==> src/rtl/turb_press_reg_pkg.sv <==
package turb_press_reg_pkg;

    // channel indices of the derivative paths
    localparam int CH_PRESS = 0;
    localparam int CH_POWER = 1;
    localparam int N_CH     = 2;

endpackage

==> src/rtl/pr_diff.sv <==
module pr_diff #(
    parameter int SMP_W = 16
) (
    input  logic                    clk,
    input  logic                    rst_n,
    input  logic                    tick,
    input  logic                    valid,
    input  logic signed [SMP_W-1:0] sample,
    output logic signed [SMP_W:0]   diff
);

    typedef struct packed {
        logic signed [SMP_W-1:0] prev;
        logic                    primed;
    } diff_state_t;

    diff_state_t st_d, st_q;

    always_comb begin
        st_d = st_q;
        if (st_q.primed) begin
            diff = (SMP_W+1)'(sample) - (SMP_W+1)'(st_q.prev);
        end else begin
            diff = '0;
        end
        if (tick && valid) begin
            st_d.prev   = sample;
            st_d.primed = 1'b1;
        end
    end

    always_ff @(posedge clk or negedge rst_n) begin
        if (!rst_n) begin
            st_q <= '0;
        end else begin
            st_q <= st_d;
        end
    end

    // an invalid strobe leaves the stored sample alone
    a_r6_prev_hold: assert property (@(posedge clk) disable iff (!rst_n)
        (tick && !valid) |=> $stable(st_q.prev) && $stable(st_q.primed));

    // a valid strobe arms the derivative path
    a_r3_primed: assert property (@(posedge clk) disable iff (!rst_n)
        (tick && valid) |=> st_q.primed);

endmodule

==> src/rtl/pr_term.sv <==
module pr_term #(
    parameter int SMP_W  = 16,
    parameter int GAIN_W = 16,
    parameter int FRAC   = 8,
    localparam int PW    = SMP_W + 1 + 2 * GAIN_W,
    localparam int TW    = PW - 2 * FRAC
) (
    input  logic signed [SMP_W:0]    diff,
    input  logic signed [GAIN_W-1:0] gain,
    input  logic signed [GAIN_W-1:0] tconst,
    output logic signed [TW-1:0]     term
);

    logic signed [PW-1:0] op_d;
    logic signed [PW-1:0] op_k;
    logic signed [PW-1:0] op_t;
    logic signed [PW-1:0] prod;

    always_comb begin
        op_d = PW'(diff);
        op_k = PW'(gain);
        op_t = PW'(tconst);
        prod = op_d * op_k * op_t;
        term = TW'(prod >>> (2 * FRAC));
    end

endmodule

==> src/rtl/pr_out.sv <==
module pr_out #(
    parameter int SUM_W = 35,
    parameter int OUT_W = 16
) (
    input  logic                    clk,
    input  logic                    rst_n,
    input  logic                    tick,
    input  logic                    valid,
    input  logic signed [SUM_W-1:0] sum,
    input  logic [OUT_W-2:0]        deadband,
    output logic signed [OUT_W-1:0] impact,
    output logic                    impact_sat,
    output logic                    cmd_inc,
    output logic                    cmd_dec
);

    localparam logic signed [SUM_W-1:0] Y_HI =
        signed'({{(SUM_W-OUT_W+1){1'b0}}, {(OUT_W-1){1'b1}}});
    localparam logic signed [SUM_W-1:0] Y_LO =
        signed'({{(SUM_W-OUT_W+1){1'b1}}, {(OUT_W-1){1'b0}}});

    typedef struct packed {
        logic signed [OUT_W-1:0] y;
        logic                    sat;
        logic                    inc;
        logic                    dec;
    } out_state_t;

    out_state_t st_d, st_q;

    logic signed [OUT_W-1:0] y_clamp;
    logic                    y_sat;
    logic signed [OUT_W:0]   y_ext;
    logic signed [OUT_W:0]   db_pos;
    logic signed [OUT_W:0]   db_neg;

    always_comb begin
        y_sat = 1'b0;
        if (sum > Y_HI) begin
            y_clamp = OUT_W'(Y_HI);
            y_sat   = 1'b1;
        end else if (sum < Y_LO) begin
            y_clamp = OUT_W'(Y_LO);
            y_sat   = 1'b1;
        end else begin
            y_clamp = OUT_W'(sum);
        end
        y_ext  = (OUT_W+1)'(y_clamp);
        db_pos = signed'({2'b00, deadband});
        db_neg = -db_pos;

        st_d = st_q;
        if (tick) begin
            if (valid) begin
                st_d.y   = y_clamp;
                st_d.sat = y_sat;
                st_d.inc = (y_ext > db_pos);
                st_d.dec = (y_ext < db_neg);
            end else begin
                st_d.inc = 1'b0;
                st_d.dec = 1'b0;
            end
        end
    end

    always_ff @(posedge clk or negedge rst_n) begin
        if (!rst_n) begin
            st_q <= '0;
        end else begin
            st_q <= st_d;
        end
    end

    assign impact     = st_q.y;
    assign impact_sat = st_q.sat;
    assign cmd_inc    = st_q.inc;
    assign cmd_dec    = st_q.dec;

    a_r5_exclusive: assert property (@(posedge clk) disable iff (!rst_n)
        !(cmd_inc && cmd_dec));

    a_r5_inc_sign: assert property (@(posedge clk) disable iff (!rst_n)
        cmd_inc |-> (impact > 0));

    a_r5_dec_sign: assert property (@(posedge clk) disable iff (!rst_n)
        cmd_dec |-> (impact < 0));

    a_r4_sat_at_limit: assert property (@(posedge clk) disable iff (!rst_n)
        impact_sat |-> ((impact == OUT_W'(Y_HI)) || (impact == OUT_W'(Y_LO))));

    a_r6_invalid_quiet: assert property (@(posedge clk) disable iff (!rst_n)
        (tick && !valid) |=> (!cmd_inc && !cmd_dec && $stable(impact) && $stable(impact_sat)));

    a_r7_idle_hold: assert property (@(posedge clk) disable iff (!rst_n)
        !tick |=> ($stable(impact) && $stable(impact_sat) && $stable(cmd_inc) && $stable(cmd_dec)));

endmodule

==> src/rtl/turb_press_reg.sv <==
module turb_press_reg
    import turb_press_reg_pkg::*;
#(
    parameter int SMP_W  = 16,
    parameter int GAIN_W = 16,
    parameter int FRAC   = 8,
    parameter int OUT_W  = 16
) (
    input  logic                     clk,
    input  logic                     rst_n,
    input  logic                     cycle_tick,
    input  logic                     in_valid,
    input  logic signed [SMP_W-1:0]  press_cur,
    input  logic signed [SMP_W-1:0]  press_ref,
    input  logic signed [SMP_W-1:0]  power_cur,
    input  logic signed [GAIN_W-1:0] press_gain,
    input  logic signed [GAIN_W-1:0] press_tc,
    input  logic signed [GAIN_W-1:0] power_gain,
    input  logic signed [GAIN_W-1:0] power_tc,
    input  logic [OUT_W-2:0]         deadband,
    output logic signed [OUT_W-1:0]  impact,
    output logic                     impact_sat,
    output logic                     cmd_inc,
    output logic                     cmd_dec
);

    localparam int PW    = SMP_W + 1 + 2 * GAIN_W;
    localparam int TW    = PW - 2 * FRAC;
    localparam int SUM_W = TW + 2;

    logic signed [SMP_W-1:0]  ch_smp  [N_CH];
    logic signed [GAIN_W-1:0] ch_gain [N_CH];
    logic signed [GAIN_W-1:0] ch_tc   [N_CH];
    logic signed [SMP_W:0]    ch_diff [N_CH];
    logic signed [TW-1:0]     ch_term [N_CH];

    assign ch_smp[CH_PRESS]  = press_cur;
    assign ch_smp[CH_POWER]  = power_cur;
    assign ch_gain[CH_PRESS] = press_gain;
    assign ch_gain[CH_POWER] = power_gain;
    assign ch_tc[CH_PRESS]   = press_tc;
    assign ch_tc[CH_POWER]   = power_tc;

    for (genvar c = 0; c < N_CH; c++) begin : g_ch
        pr_diff #(
            .SMP_W (SMP_W)
        ) u_diff (
            .clk    (clk),
            .rst_n  (rst_n),
            .tick   (cycle_tick),
            .valid  (in_valid),
            .sample (ch_smp[c]),
            .diff   (ch_diff[c])
        );

        pr_term #(
            .SMP_W  (SMP_W),
            .GAIN_W (GAIN_W),
            .FRAC   (FRAC)
        ) u_term (
            .diff   (ch_diff[c]),
            .gain   (ch_gain[c]),
            .tconst (ch_tc[c]),
            .term   (ch_term[c])
        );
    end

    logic signed [SMP_W:0]   err;
    logic signed [SUM_W-1:0] sum;

    always_comb begin
        err = (SMP_W+1)'(press_cur) - (SMP_W+1)'(press_ref);
        sum = SUM_W'(err) + SUM_W'(ch_term[CH_PRESS]) + SUM_W'(ch_term[CH_POWER]);
    end

    pr_out #(
        .SUM_W (SUM_W),
        .OUT_W (OUT_W)
    ) u_out (
        .clk        (clk),
        .rst_n      (rst_n),
        .tick       (cycle_tick),
        .valid      (in_valid),
        .sum        (sum),
        .deadband   (deadband),
        .impact     (impact),
        .impact_sat (impact_sat),
        .cmd_inc    (cmd_inc),
        .cmd_dec    (cmd_dec)
    );

endmodule

==> config.mk <==
export PLATFORM = sky130hd
export DESIGN_NAME = turb_press_reg
export DESIGN_NICKNAME = d
export VERILOG_FILES = /design/src/rtl/turb_press_reg_pkg.sv /design/src/rtl/pr_diff.sv /design/src/rtl/pr_term.sv /design/src/rtl/pr_out.sv /design/src/rtl/turb_press_reg.sv
export SDC_FILE = /design/constraint.sdc
export NUM_CORES = 2
export LEC_CHECK = 0
export CORE_ASPECT_RATIO = 0.5
export CORE_MARGIN = 2
export CORE_UTILIZATION = 46
export DETAILED_ROUTE_END_ITERATION = 7
export PLACE_DENSITY = 0.59
export SKIP_CTS_REPAIR_TIMING = 1
export SYNTH_ARGS = -nofsm -noshare
export SYNTH_HDL_FRONTEND = slang
export SYNTH_SLANG_ARGS = --single-unit
==> constraint.sdc <==
create_clock -name clk -period 26.5 [get_ports clk]
set_input_delay 2.65 -clock clk [delete_from_list [all_inputs] [get_ports clk]]
set_output_delay 2.65 -clock clk [all_outputs]
set_load 0.05 [all_outputs]
==> metrics.csv <==
stage,metric,value,unit
final_layout,drive_gt1_frac,0.0340,
sta,finalSetupTns,0,ns
sta,maxSlewHeadroom,0.212,
run,cap_violations,0,
die,placementRows,97,
synth,synth.cell_area,65300,um2
detailed_routing,viasPerCell,5.23,
synth,synth.net_count,9616,
final_layout,ff_latch_area,1310,um2
worst_setup_path,crit_path_frequent_cell,fa_1,
synth,yosys.area_share.simple,0.170,
final_layout,multi_input_comb_area,56100,um2
die,initial_core_util,0.465,
placement,portBuffers,149,
sta,hold_viol_final,0,
worst_setup_path,cp.required,26.75,ns
sta,fmax,0.0412,GHz
sta,fin_crit_sh,0.915,
die,die_area,145000,um2
worst_setup_path,startpoint_type,input port,
final_layout,nets,9556,
final_layout,fillers,13500,
worst_setup_path,crit_arrival,24.51,ns
placement,place_hpwl,143,mm
die,die_w,537,um
detailed_routing,first_pass_iters,5,
synth,synth.area.top_cells,"fa_1 (49%), inv_1 (10%), ha_1 (9.5%)",
sta,timing.final.ws_setup,2.24,ns
cts,cts_made_buffers,5,
synth,ys_async_sr_fraction,1.00,
synth,yosys.area.top_type,fa_1,
detailed_routing,ant_nets,0,
sta,worst_pin_slew,1.18,ns
synth,synth-main-ff-cell,dfrtp_1,
synth,synth_cell_types,106,
worst_setup_path,slowest_delay,0.90,ns
grt,grt_pass1_wl,286,mm
cts,cts-root-buf,clkbuf_16,
grt,grt_max_degree,101,
die,core_area,140000,um2
synth,synth_most_common_cell,inv_1,
sta,slew_viol_final,0,
grt,grt_pass1_vias,51000,
cts,clk_pin_slew,0.09,ns
synth,synth_top_area_frac,0.495,
die,io_pins,150,
die,die-height,270,um
detailed_routing,vias,48100,
grt,antenna_found_initial,2,
synth,synth_top_family_by_area,adder cells,
detailed_routing,wl,175,mm
hold_path,holdPathStages,2,
worst_setup_path,setup.worst_path.end_class,register,
final_layout,areaGrowthSynthToFinish,5.70,%
sta,rsz0062_at_grt,no,
synth,yosysWarnings,0,
synth,syn_avg_cell_area,8.84,um2
cts,htree_num_levels,2,
grt,grt_overflow,0,
synth,ys_seq_elements,52,
synth,synthMuxAreaShare,0.00353,
worst_setup_path,critPathMaxFanout,36,
detailed_routing,drc,0,
worst_setup_path,crit_type,in2reg,
sta,finClkSkew,0.0105,ns
synth,synthAdderAreaFrac,0.589,
synth,ys_seq_area_frac,0.0199,
cts,clkLatencyLatePin,0.33,ns
sta,finalSetupViolCount,0,
cts,cts_max_path_buffers,2,
cts,cts_tree,built,
sta,min_period,24.26,ns
grt,grt_usage,0.250,
cts,clock_sinks,52,
detailed_routing,drtIter0Drc,2808,
synth,synth_xor_area_frac,0.0272,
hold_path,min_path_type,reg2reg,
synth,syn_inst,7379,
placement,pre_cts_ws,2.08,ns
synth,synth_compound_area_frac,0.0674,
worst_setup_path,slowest_stage,ha_1,
outcome,status,finished clean,
worst_setup_path,r2r_cells,75,
synth,synth-edff-count,0,
placement,gp_congestion,0.917,
detailed_routing,wl_per_cell,19.0,um
synth,synth_commonest_cells,"inv_1 (1763), fa_1 (1613), nand2_1 (906), ha_1 (493), and2_1 (433)",
final_layout,n_antenna_cell,0,
-- critical path: cells and delay by family --
kind            cells  cell delay, ns
simple gates        9            2.10
fa+ha+maj          20            9.66
xor+xnor            2            0.35
compound gates     36            8.39
buf+inv            10            1.29
-- cell type report --
class,count,share of cell area
clock buffer,5,0.00181
clock inverter,3,0.000490
inverter,1767,0.0962
multi-input combinational,5225,0.814
sequential,52,0.0189
tap,1881,0.0341
timing repair buffer,268,0.0345
-- logic make-up (layout without fill, tap and decap cells) --
kind of cell / Yosys count / count (layout)
AO/OA/AOI/OAI: 646 / 646
XOR/XNOR: 202 / 202
adder cells (fa/ha/maj): 2106 / 2106
buffers and inverters: 2102 / 2043
flip-flops: 52 / 52
multiplexers: 22 / 22
AND/OR/NAND/NOR: 2249 / 2249
-- stage by stage --
stage          hold WS, ns  utilization  std cells  cell area [um2]
2_1_floorplan        0.453            -       7379            65300
3_3_place_gp         0.466        0.490       9193            68800
3_5_place_dp         0.479        0.490       9193            68800
4_1_cts              0.501        0.491       9201            69000
5_1_grt              0.525        0.491       9201            69000
6_report             0.490        0.491       9201            69000
-- cell usage in the layout, fill, tap and decap left out, drive strengths merged, types with 7 or more instances in the layout --
master,netlist,final
nand3,139,139
and2,441,441
and4,10,10
mux2,8,8
nor4,11,11
a2111o,7,7
a31oi,16,16
mux2i,14,14
clkdlybuf4s50,0,148
o21bai,17,17
o21ai,186,186
nor3,61,61
a21boi,15,15
nor2b,58,58
a311oi,12,12
and3,190,190
a21oi,129,129
nor2,222,222
xnor2,145,145
inv,1764,1765
dfrtp,52,52
o211ai,23,23
xor2,57,57
nand2,907,907
fa,1613,1613
a21o,86,86
a31o,7,7
o31ai,15,15
ha,493,493
nand4,29,29
nand2b,92,92
buf,14,120
nor3b,8,8
a211oi,22,22
or3,47,47
or2,18,18
o21a,45,45
-- routing by layer --
metal  wire length [um]  part of all wire  track usage  vias to the layer above
li1                   -                 -            -                    22000
met3               9530             0.054       0.0257                      156
met5                  0                 0            0                        -
met2              83900              0.48        0.416                     1176
met1              79100              0.45        0.359                    24800
met4               2730             0.016       0.0409                        0
-- path summary, 6_finish.rpt --
kind	slack (ns)	start	endpoint
worst max-delay path	2.24	press_cur[0]	u_out.cmd_dec$_DFFE_PN0P_
worst min-delay path	0.49	g_ch[1].u_diff.st_q[1]$_DFFE_PN0P_	g_ch[1].u_diff.st_q[1]$_DFFE_PN0P_
worst max register to register	4.71	g_ch[0].u_diff.st_q[1]$_DFFE_PN0P_	u_out.cmd_dec$_DFFE_PN0P_
worst min register to register	0.49	g_ch[1].u_diff.st_q[1]$_DFFE_PN0P_	g_ch[1].u_diff.st_q[1]$_DFFE_PN0P_
max in group asynchronous	23.39	rst_n	g_ch[1].u_diff.st_q[0]$_DFFE_PN0P_
min in group asynchronous	2.45	rst_n	u_out.impact[13]$_DFFE_PN0P_
-- sequential cells by signal, indices dropped and copies added, names as in the netlist --
register,flops
u_out.impact_sat,1
g_ch.u_diff.st_q,33
u_out.cmd_dec,1
u_out.cmd_inc,1
u_out.impact,16
Power is left out: the tool's default activity adds up to more than one toggle a clock period on the data nets, which glitch-free logic cannot reach.
